### config.mk
export PLATFORM = sky130hd
export DESIGN_NAME = spi_timing_gen
export DESIGN_NICKNAME = d
export VERILOG_FILES = /design/src/rtl/spi_tgen_pkg.sv /design/src/rtl/spi_tgen_scale.sv /design/src/rtl/spi_tgen_cnt.sv /design/src/rtl/spi_timing_gen.sv
export SDC_FILE = /design/constraint.sdc
export NUM_CORES = 1
export LEC_CHECK = 0
export BUFFER_PORTS_ARGS = -buffer_cell sky130_fd_sc_hd__buf_2
export CAP_MARGIN = 30
export CELL_PAD_IN_SITES_DETAIL_PLACEMENT = 1
export CELL_PAD_IN_SITES_GLOBAL_PLACEMENT = 1
export CORE_ASPECT_RATIO = 1.5
export CORE_MARGIN = 5
export CORE_UTILIZATION = 52
export DETAILED_ROUTE_END_ITERATION = 8
export GPL_TIMING_DRIVEN = 0
export HOLD_SLACK_MARGIN = 0.12
export PLACE_DENSITY_LB_ADDON = 0.15
export SKIP_LAST_GASP = 1
export SLEW_MARGIN = 25
export SYNTH_ARGS = -nofsm -noshare
export SYNTH_HDL_FRONTEND = slang
export SYNTH_SLANG_ARGS = --single-unit
### constraint.sdc
create_clock -name clk_i -period 13.6 [get_ports clk_i]
set_clock_uncertainty 0.15 [all_clocks]
set_input_delay 2.04 -clock clk_i [delete_from_list [all_inputs] [get_ports clk_i]]
set_output_delay 2.04 -clock clk_i [all_outputs]
set_load 0.005 [all_outputs]
### src/rtl/spi_tgen_pkg.sv
package spi_tgen_pkg;

   // Longest product: prescaler 7 times delay scaler 65536.
   localparam int MAX_PRE   = 7;
   localparam int MAX_SCALE = 65536;
   localparam int CNT_W     = $clog2(MAX_PRE * MAX_SCALE + 1);

   localparam int NSEL     = 4;
   localparam int SEL_BAUD = 0;
   localparam int SEL_CSD  = 1;
   localparam int SEL_ASD  = 2;
   localparam int SEL_FTD  = 3;

   typedef struct packed {
      logic [1:0] pre;
      logic [3:0] scl;
   } scale_sel_t;

   typedef enum logic [2:0] {
      ST_IDLE,
      ST_LEAD,
      ST_SHIFT,
      ST_TRAIL,
      ST_GAP
   } tgen_state_e;

endpackage

### src/rtl/spi_tgen_scale.sv
module spi_tgen_scale
   import spi_tgen_pkg::*;
#(
   parameter bit IS_BAUD = 1'b0
) (
   input  scale_sel_t       sel_i,
   output logic [CNT_W-1:0] prod_o
);

   logic [2:0]       pre_v;
   logic [CNT_W-1:0] scl_v;

   generate
      if (IS_BAUD) begin : g_baud
         always_comb begin
            case (sel_i.pre)
               2'd0:    pre_v = 3'd2;
               2'd1:    pre_v = 3'd3;
               2'd2:    pre_v = 3'd5;
               default: pre_v = 3'd7;
            endcase
            if (sel_i.scl < 4'd4) begin
               // linear low end: 2, 4, 6, 8
               scl_v = CNT_W'({sel_i.scl[1:0], 1'b0}) + CNT_W'(2);
            end else begin
               // power-of-two upper end: 16 .. 32768
               scl_v = CNT_W'(1) << sel_i.scl;
            end
         end
      end else begin : g_delay
         always_comb begin
            // odd factors 1, 3, 5, 7
            pre_v = {sel_i.pre, 1'b1};
            scl_v = CNT_W'(2) << sel_i.scl;
         end
      end
   endgenerate

   assign prod_o = scl_v * CNT_W'(pre_v);

endmodule

### src/rtl/spi_tgen_cnt.sv
module spi_tgen_cnt #(
   parameter int W = 8
) (
   input  logic         clk_i,
   input  logic         rst_ni,
   input  logic         ld_i,
   input  logic [W-1:0] val_i,
   output logic         zero_o
);

   logic [W-1:0] cnt_q;

   always_ff @(posedge clk_i or negedge rst_ni) begin
      if (!rst_ni) begin
         cnt_q <= '0;
      end else if (ld_i) begin
         cnt_q <= val_i;
      end else if (cnt_q != '0) begin
         cnt_q <= cnt_q - 1'b1;
      end
   end

   assign zero_o = (cnt_q == '0);

endmodule

### src/rtl/spi_timing_gen.sv
module spi_timing_gen
   import spi_tgen_pkg::*;
#(
   parameter  int MAX_BITS = 32,
   localparam int LEN_W    = (MAX_BITS > 1) ? $clog2(MAX_BITS) : 1
) (
   input  logic             clk_i,
   input  logic             rst_ni,
   input  logic             start_i,
   input  logic [LEN_W-1:0] frame_len_i,
   input  logic             cpol_i,
   input  logic [1:0]       baud_pre_i,
   input  logic [3:0]       baud_scl_i,
   input  logic [1:0]       csd_pre_i,
   input  logic [3:0]       csd_scl_i,
   input  logic [1:0]       asd_pre_i,
   input  logic [3:0]       asd_scl_i,
   input  logic [1:0]       ftd_pre_i,
   input  logic [3:0]       ftd_scl_i,
   output logic             busy_o,
   output logic             sck_o,
   output logic             sck_lead_o,
   output logic             sck_trail_o,
   output logic             csd_done_o,
   output logic             asd_done_o,
   output logic             ftd_done_o
);

   generate
      if (MAX_BITS < 1 || MAX_BITS > 65536) begin : g_bad_bits
         $error("spi_timing_gen: MAX_BITS out of range");
      end
   endgenerate

   tgen_state_e      state_q, state_d;
   scale_sel_t       cfg_in  [NSEL];
   scale_sel_t       cfg_q   [NSEL];
   logic [CNT_W-1:0] prod    [NSEL];
   logic             cpol_q;
   logic [LEN_W-1:0] len_q;
   logic [LEN_W-1:0] bit_q, bit_d;
   logic             half_q, half_d;
   logic             sck_q, sck_d;
   logic             lead_q, lead_d;
   logic             trail_q, trail_d;
   logic             take;
   logic             ld;
   logic [CNT_W-1:0] ld_val;
   logic             zero;
   logic [CNT_W-1:0] half_len;

   assign cfg_in[SEL_BAUD] = '{pre: baud_pre_i, scl: baud_scl_i};
   assign cfg_in[SEL_CSD]  = '{pre: csd_pre_i,  scl: csd_scl_i};
   assign cfg_in[SEL_ASD]  = '{pre: asd_pre_i,  scl: asd_scl_i};
   assign cfg_in[SEL_FTD]  = '{pre: ftd_pre_i,  scl: ftd_scl_i};

   // While idle the live fields feed the scalers so the first delay loads
   // in the start cycle; afterwards only the latched copy is seen.
   generate
      for (genvar g = 0; g < NSEL; g++) begin : g_scale
         spi_tgen_scale #(
            .IS_BAUD (g == SEL_BAUD)
         ) u_scale (
            .sel_i  ((state_q == ST_IDLE) ? cfg_in[g] : cfg_q[g]),
            .prod_o (prod[g])
         );
      end
   endgenerate

   // Every clock product is even, so both halves are equal.
   assign half_len = prod[SEL_BAUD] >> 1;

   spi_tgen_cnt #(
      .W (CNT_W)
   ) u_cnt (
      .clk_i  (clk_i),
      .rst_ni (rst_ni),
      .ld_i   (ld),
      .val_i  (ld_val),
      .zero_o (zero)
   );

   always_comb begin
      state_d = state_q;
      bit_d   = bit_q;
      half_d  = half_q;
      sck_d   = sck_q;
      lead_d  = 1'b0;
      trail_d = 1'b0;
      take    = 1'b0;
      ld      = 1'b0;
      ld_val  = '0;
      unique case (state_q)
         ST_IDLE: begin
            sck_d = cpol_i;
            if (start_i) begin
               take    = 1'b1;
               state_d = ST_LEAD;
               ld      = 1'b1;
               ld_val  = prod[SEL_CSD] - CNT_W'(1);
            end
         end
         ST_LEAD: begin
            if (zero) begin
               state_d = ST_SHIFT;
               ld      = 1'b1;
               ld_val  = half_len - CNT_W'(1);
               sck_d   = ~cpol_q;
               lead_d  = 1'b1;
               half_d  = 1'b0;
               bit_d   = '0;
            end
         end
         ST_SHIFT: begin
            if (zero) begin
               if (!half_q) begin
                  half_d  = 1'b1;
                  sck_d   = cpol_q;
                  trail_d = 1'b1;
                  ld      = 1'b1;
                  ld_val  = half_len - CNT_W'(1);
               end else if (bit_q == len_q) begin
                  state_d = ST_TRAIL;
                  ld      = 1'b1;
                  ld_val  = prod[SEL_ASD] - CNT_W'(1);
               end else begin
                  bit_d  = bit_q + 1'b1;
                  half_d = 1'b0;
                  sck_d  = ~cpol_q;
                  lead_d = 1'b1;
                  ld     = 1'b1;
                  ld_val = half_len - CNT_W'(1);
               end
            end
         end
         ST_TRAIL: begin
            if (zero) begin
               state_d = ST_GAP;
               ld      = 1'b1;
               ld_val  = prod[SEL_FTD] - CNT_W'(1);
            end
         end
         ST_GAP: begin
            if (zero) begin
               state_d = ST_IDLE;
            end
         end
         default: state_d = ST_IDLE;
      endcase
   end

   always_ff @(posedge clk_i or negedge rst_ni) begin
      if (!rst_ni) begin
         state_q <= ST_IDLE;
         bit_q   <= '0;
         half_q  <= 1'b0;
         sck_q   <= 1'b0;
         lead_q  <= 1'b0;
         trail_q <= 1'b0;
         cpol_q  <= 1'b0;
         len_q   <= '0;
         for (int i = 0; i < NSEL; i++) begin
            cfg_q[i] <= '0;
         end
      end else begin
         state_q <= state_d;
         bit_q   <= bit_d;
         half_q  <= half_d;
         sck_q   <= sck_d;
         lead_q  <= lead_d;
         trail_q <= trail_d;
         if (take) begin
            cpol_q <= cpol_i;
            len_q  <= frame_len_i;
            for (int i = 0; i < NSEL; i++) begin
               cfg_q[i] <= cfg_in[i];
            end
         end
      end
   end

   assign busy_o      = (state_q != ST_IDLE);
   assign sck_o       = sck_q;
   assign sck_lead_o  = lead_q;
   assign sck_trail_o = trail_q;
   assign csd_done_o  = (state_q == ST_LEAD)  && zero;
   assign asd_done_o  = (state_q == ST_TRAIL) && zero;
   assign ftd_done_o  = (state_q == ST_GAP)   && zero;

endmodule

==> metrics.yaml <==
finish:
  num_antenna_cells: 0
  syn_to_final_growth_pct: 8.24
  nets: 1693
  regArea_um2: 1530
  final_core_util_pct: 57.1
  multi_input_area_um2: 8020
  fill_cells: 2619
  drive_gt1_share_pct: 5.87
  layout.cells.non_filler: 1741
drt:
  wl_per_cell_um: 19.3
  drc_errors: 0
  vias_per_cell: 5.86
  drt-pass1-iter-count: 5
  vias: 10200
  drt.antenna.violating_nets: 0
  routed_wl_um: 33700
  first_iter_violations: 511
timing:
  relSlewSlack_pct: 35.3
  drv_slew: 0
  layout_setup_ws_ps: 5600
  fmax_mhz: 125
  tns_ps: 0
  finalSetupViolations: 0
  period_needed_ps: 8000
  period_share_pct: 58.9
  hold_viol: 0
  tightestPinTransition_ps: 971
  rsz0062_at_grt: "no"
synthesis:
  yosysSeqAreaShare_pct: 14.7
  syn_avg_cell_area_um2: 7.30
  yosys_register_bits: 61
  synth_ff_type: "dfrtp_1"
  synthCells: 1424
  synth_cell_types: 78
  syn-cell-area_um2: 10400
  yosysTopAreaCellShare_pct: 14.9
  async_flop_share_pct: 100
  yosys.area.top_type: "ha_1"
  synth-edff-count: 0
  synth_area_leaders: "ha_1 15%, dfrtp_1 15%, fa_1 12%"
  yosys_warnings: 0
placement:
  port_buffers: 39
  placed_cells: 1725
  place.gp.congestion: 0.928
  pre_cts_slack_ps: 5750
  hpwl_um: 28200
clock_network:
  clock_path_buffers: 2
  cts_setup_buffers: 0
  numClockSinks: 61
  cts_resized: 0
  cts_htree_levels: 3
  cts_buffers: 9
  cts_tree: "done"
  hold_buffers: 0
  cts_root_buffer: "clkbuf_16"
  clkLatencyLatePin_ps: 350
  cts.clk_slew.worst_paths_ps: 60
floorplan:
  die_h_um: 183
  start_util_pct: 52.7
  ios: 40
  rows: 63
  dieArea_um2: 23000
  coreArea_um2: 19700
  fp.dieW_um: 125
global_route:
  grt_pass1_vias: 11200
  gr-total-overflow: 0
  grtUsageTotal_pct: 30.0
  grt_max_degree: 43
  antenna_found_initial: 0
  grt_pass1_wl_um: 56000
min_path:
  min_path_type: "reg -> reg"
  hold_start: "cfg_q[16]"
setup_path:
  worstSetupEndpointType: "register"
  cp.required_ps: 13670
  cp-start-kind: "register"
  timing.rr.start: "state_q[2]"
  worstSetupPathType: "reg -> reg"
  cp_max_fo: 10
  worstPathArrival_ps: 8070
  crit_start: "state_q[2]"
outcome:
  status: "finished clean"
power_and_ir_drop:
  p_leak_nw: 5.35
  powerDensity_nw_per_um2: 105
  peakVddDrop_uv: 55.2
run:
  maxCapViolCount: 0
critical path, cell delays in order (launching register included):
cell and delay, ps:
dfrtp_1 360, clkbuf_1 270, nor3_4 630, buf_2 460, buf_1 770, clkbuf_1 650
nand2_1 120, nand2_1 140, ha_1 160, buf_1 370, nor2b_1 280, nand2_1 110
fa_1 490, inv_1 50, ha_1 260, clkbuf_1 250, a21o_1 180, a21oi_1 90
a2111oi_2 690, nor3_1 140, xnor2_1 240, nor4b_1 440, nand4_1 140, a32oi_1 320
a31oi_1 120
power by group:
group	total [W]	internal (W)	leakage, nW	switching (W)
Sequential	0.000249	0.000215	0.764	0.0000335
Clock	0.000241	0.000144	0.143	0.0000975
Combinational	0.000696	0.000282	4.44	0.000414
layout make-up:
class	count	share of cell area [%]
Sequential cell	61	13.6
Multi-Input combinational cell	1139	71.3
Inverter	186	6.21
Clock buffer	10	2.04
Tap cell	260	2.89
Buffer	39	1.38
Timing Repair Buffer	40	2.00
Clock inverter	6	0.645
cells by family (layout without fill, tap and decap cells):
kind of cell,Yosys count,after routing,synth area share (%)
simple gates,616,616,27.3
compound gates,238,238,14.8
buf+inv,225,281,8.21
fa+ha+maj,184,184,26.5
xor+xnor,86,86,7.25
flops,61,61,14.7
mux,13,13,1.26
other cells,1,2,0.0361
placed cells by master (no fill, tap or decap), types with 36 or more instances in the layout:
cell type	count
inv_1	184
nor3_1	54
fa_1	60
dfrtp_1	61
a21oi_1	61
xnor2_1	57
nor2_1	108
nand2_1	309
buf_2	45
o21ai_0	36
ha_1	124
sequential cells by signal, indices dropped and copies added, names as in the netlist, 3 cells and up:
signal	flops
u_cnt.cnt_q	19
cfg_q	24
bit_q	5
len_q	5
state_q	3
per-stage QoR:
step | cell area, um^2 | hold slack (ps) | power (W)
3_3_place_gp | 10900 | 306 | 0.000911
4_1_cts | 11200 | 336 | 0.00118
6_report | 11200 | 335 | 0.00119
3_5_place_dp | 10900 | 320 | 0.000938
5_1_grt | 11200 | 358 | 0.00128
2_1_floorplan | 10400 | 295 | 0.000748
Yosys cell counts, types with 9 or more instances:
| master | number |
|---|---|
| o21ai_0 | 36 |
| a21o_1 | 19 |
| ha_1 | 124 |
| nand3_1 | 29 |
| dfrtp_1 | 61 |
| a31oi_1 | 23 |
| and3_1 | 9 |
| nor3b_1 | 9 |
| clkbuf_1 | 24 |
| a211oi_1 | 10 |
| nand2b_1 | 20 |
| o21ai_1 | 15 |
| xor2_1 | 29 |
| fa_1 | 60 |
| a21oi_1 | 61 |
| mux2i_1 | 12 |
| nor3_1 | 54 |
| xnor2_1 | 57 |
| nor4_1 | 9 |
| nor2_1 | 108 |
| or3_1 | 12 |
| nand2_1 | 309 |
| o21a_1 | 10 |
| inv_1 | 184 |
per-layer routing:
layer,GRT usage (%),wire length [um],vias up,part of all wire (%)
li1,-,-,4856,-
met1,31.5,12600,5076,37
met2,57.6,18000,174,53
met3,3.29,970,89,2.9
met4,16.9,2130,0,6.3
met5,0,0,-,0
worst paths after layout:
path | to | slack, ps | depth (start not counted)
min | cfg_q[16] | 340 | 2
max reg2reg | u_cnt.cnt_q[17] | 5600 | 24
max | u_cnt.cnt_q[17] | 5600 | 24
max in group asynchronous | u_cnt.cnt_q[14] | 11310 | 2
min reg2reg | cfg_q[16] | 340 | 2
min in group asynchronous | cfg_q[21] | 1430 | 1
Power figures use the tool's default switching activity.
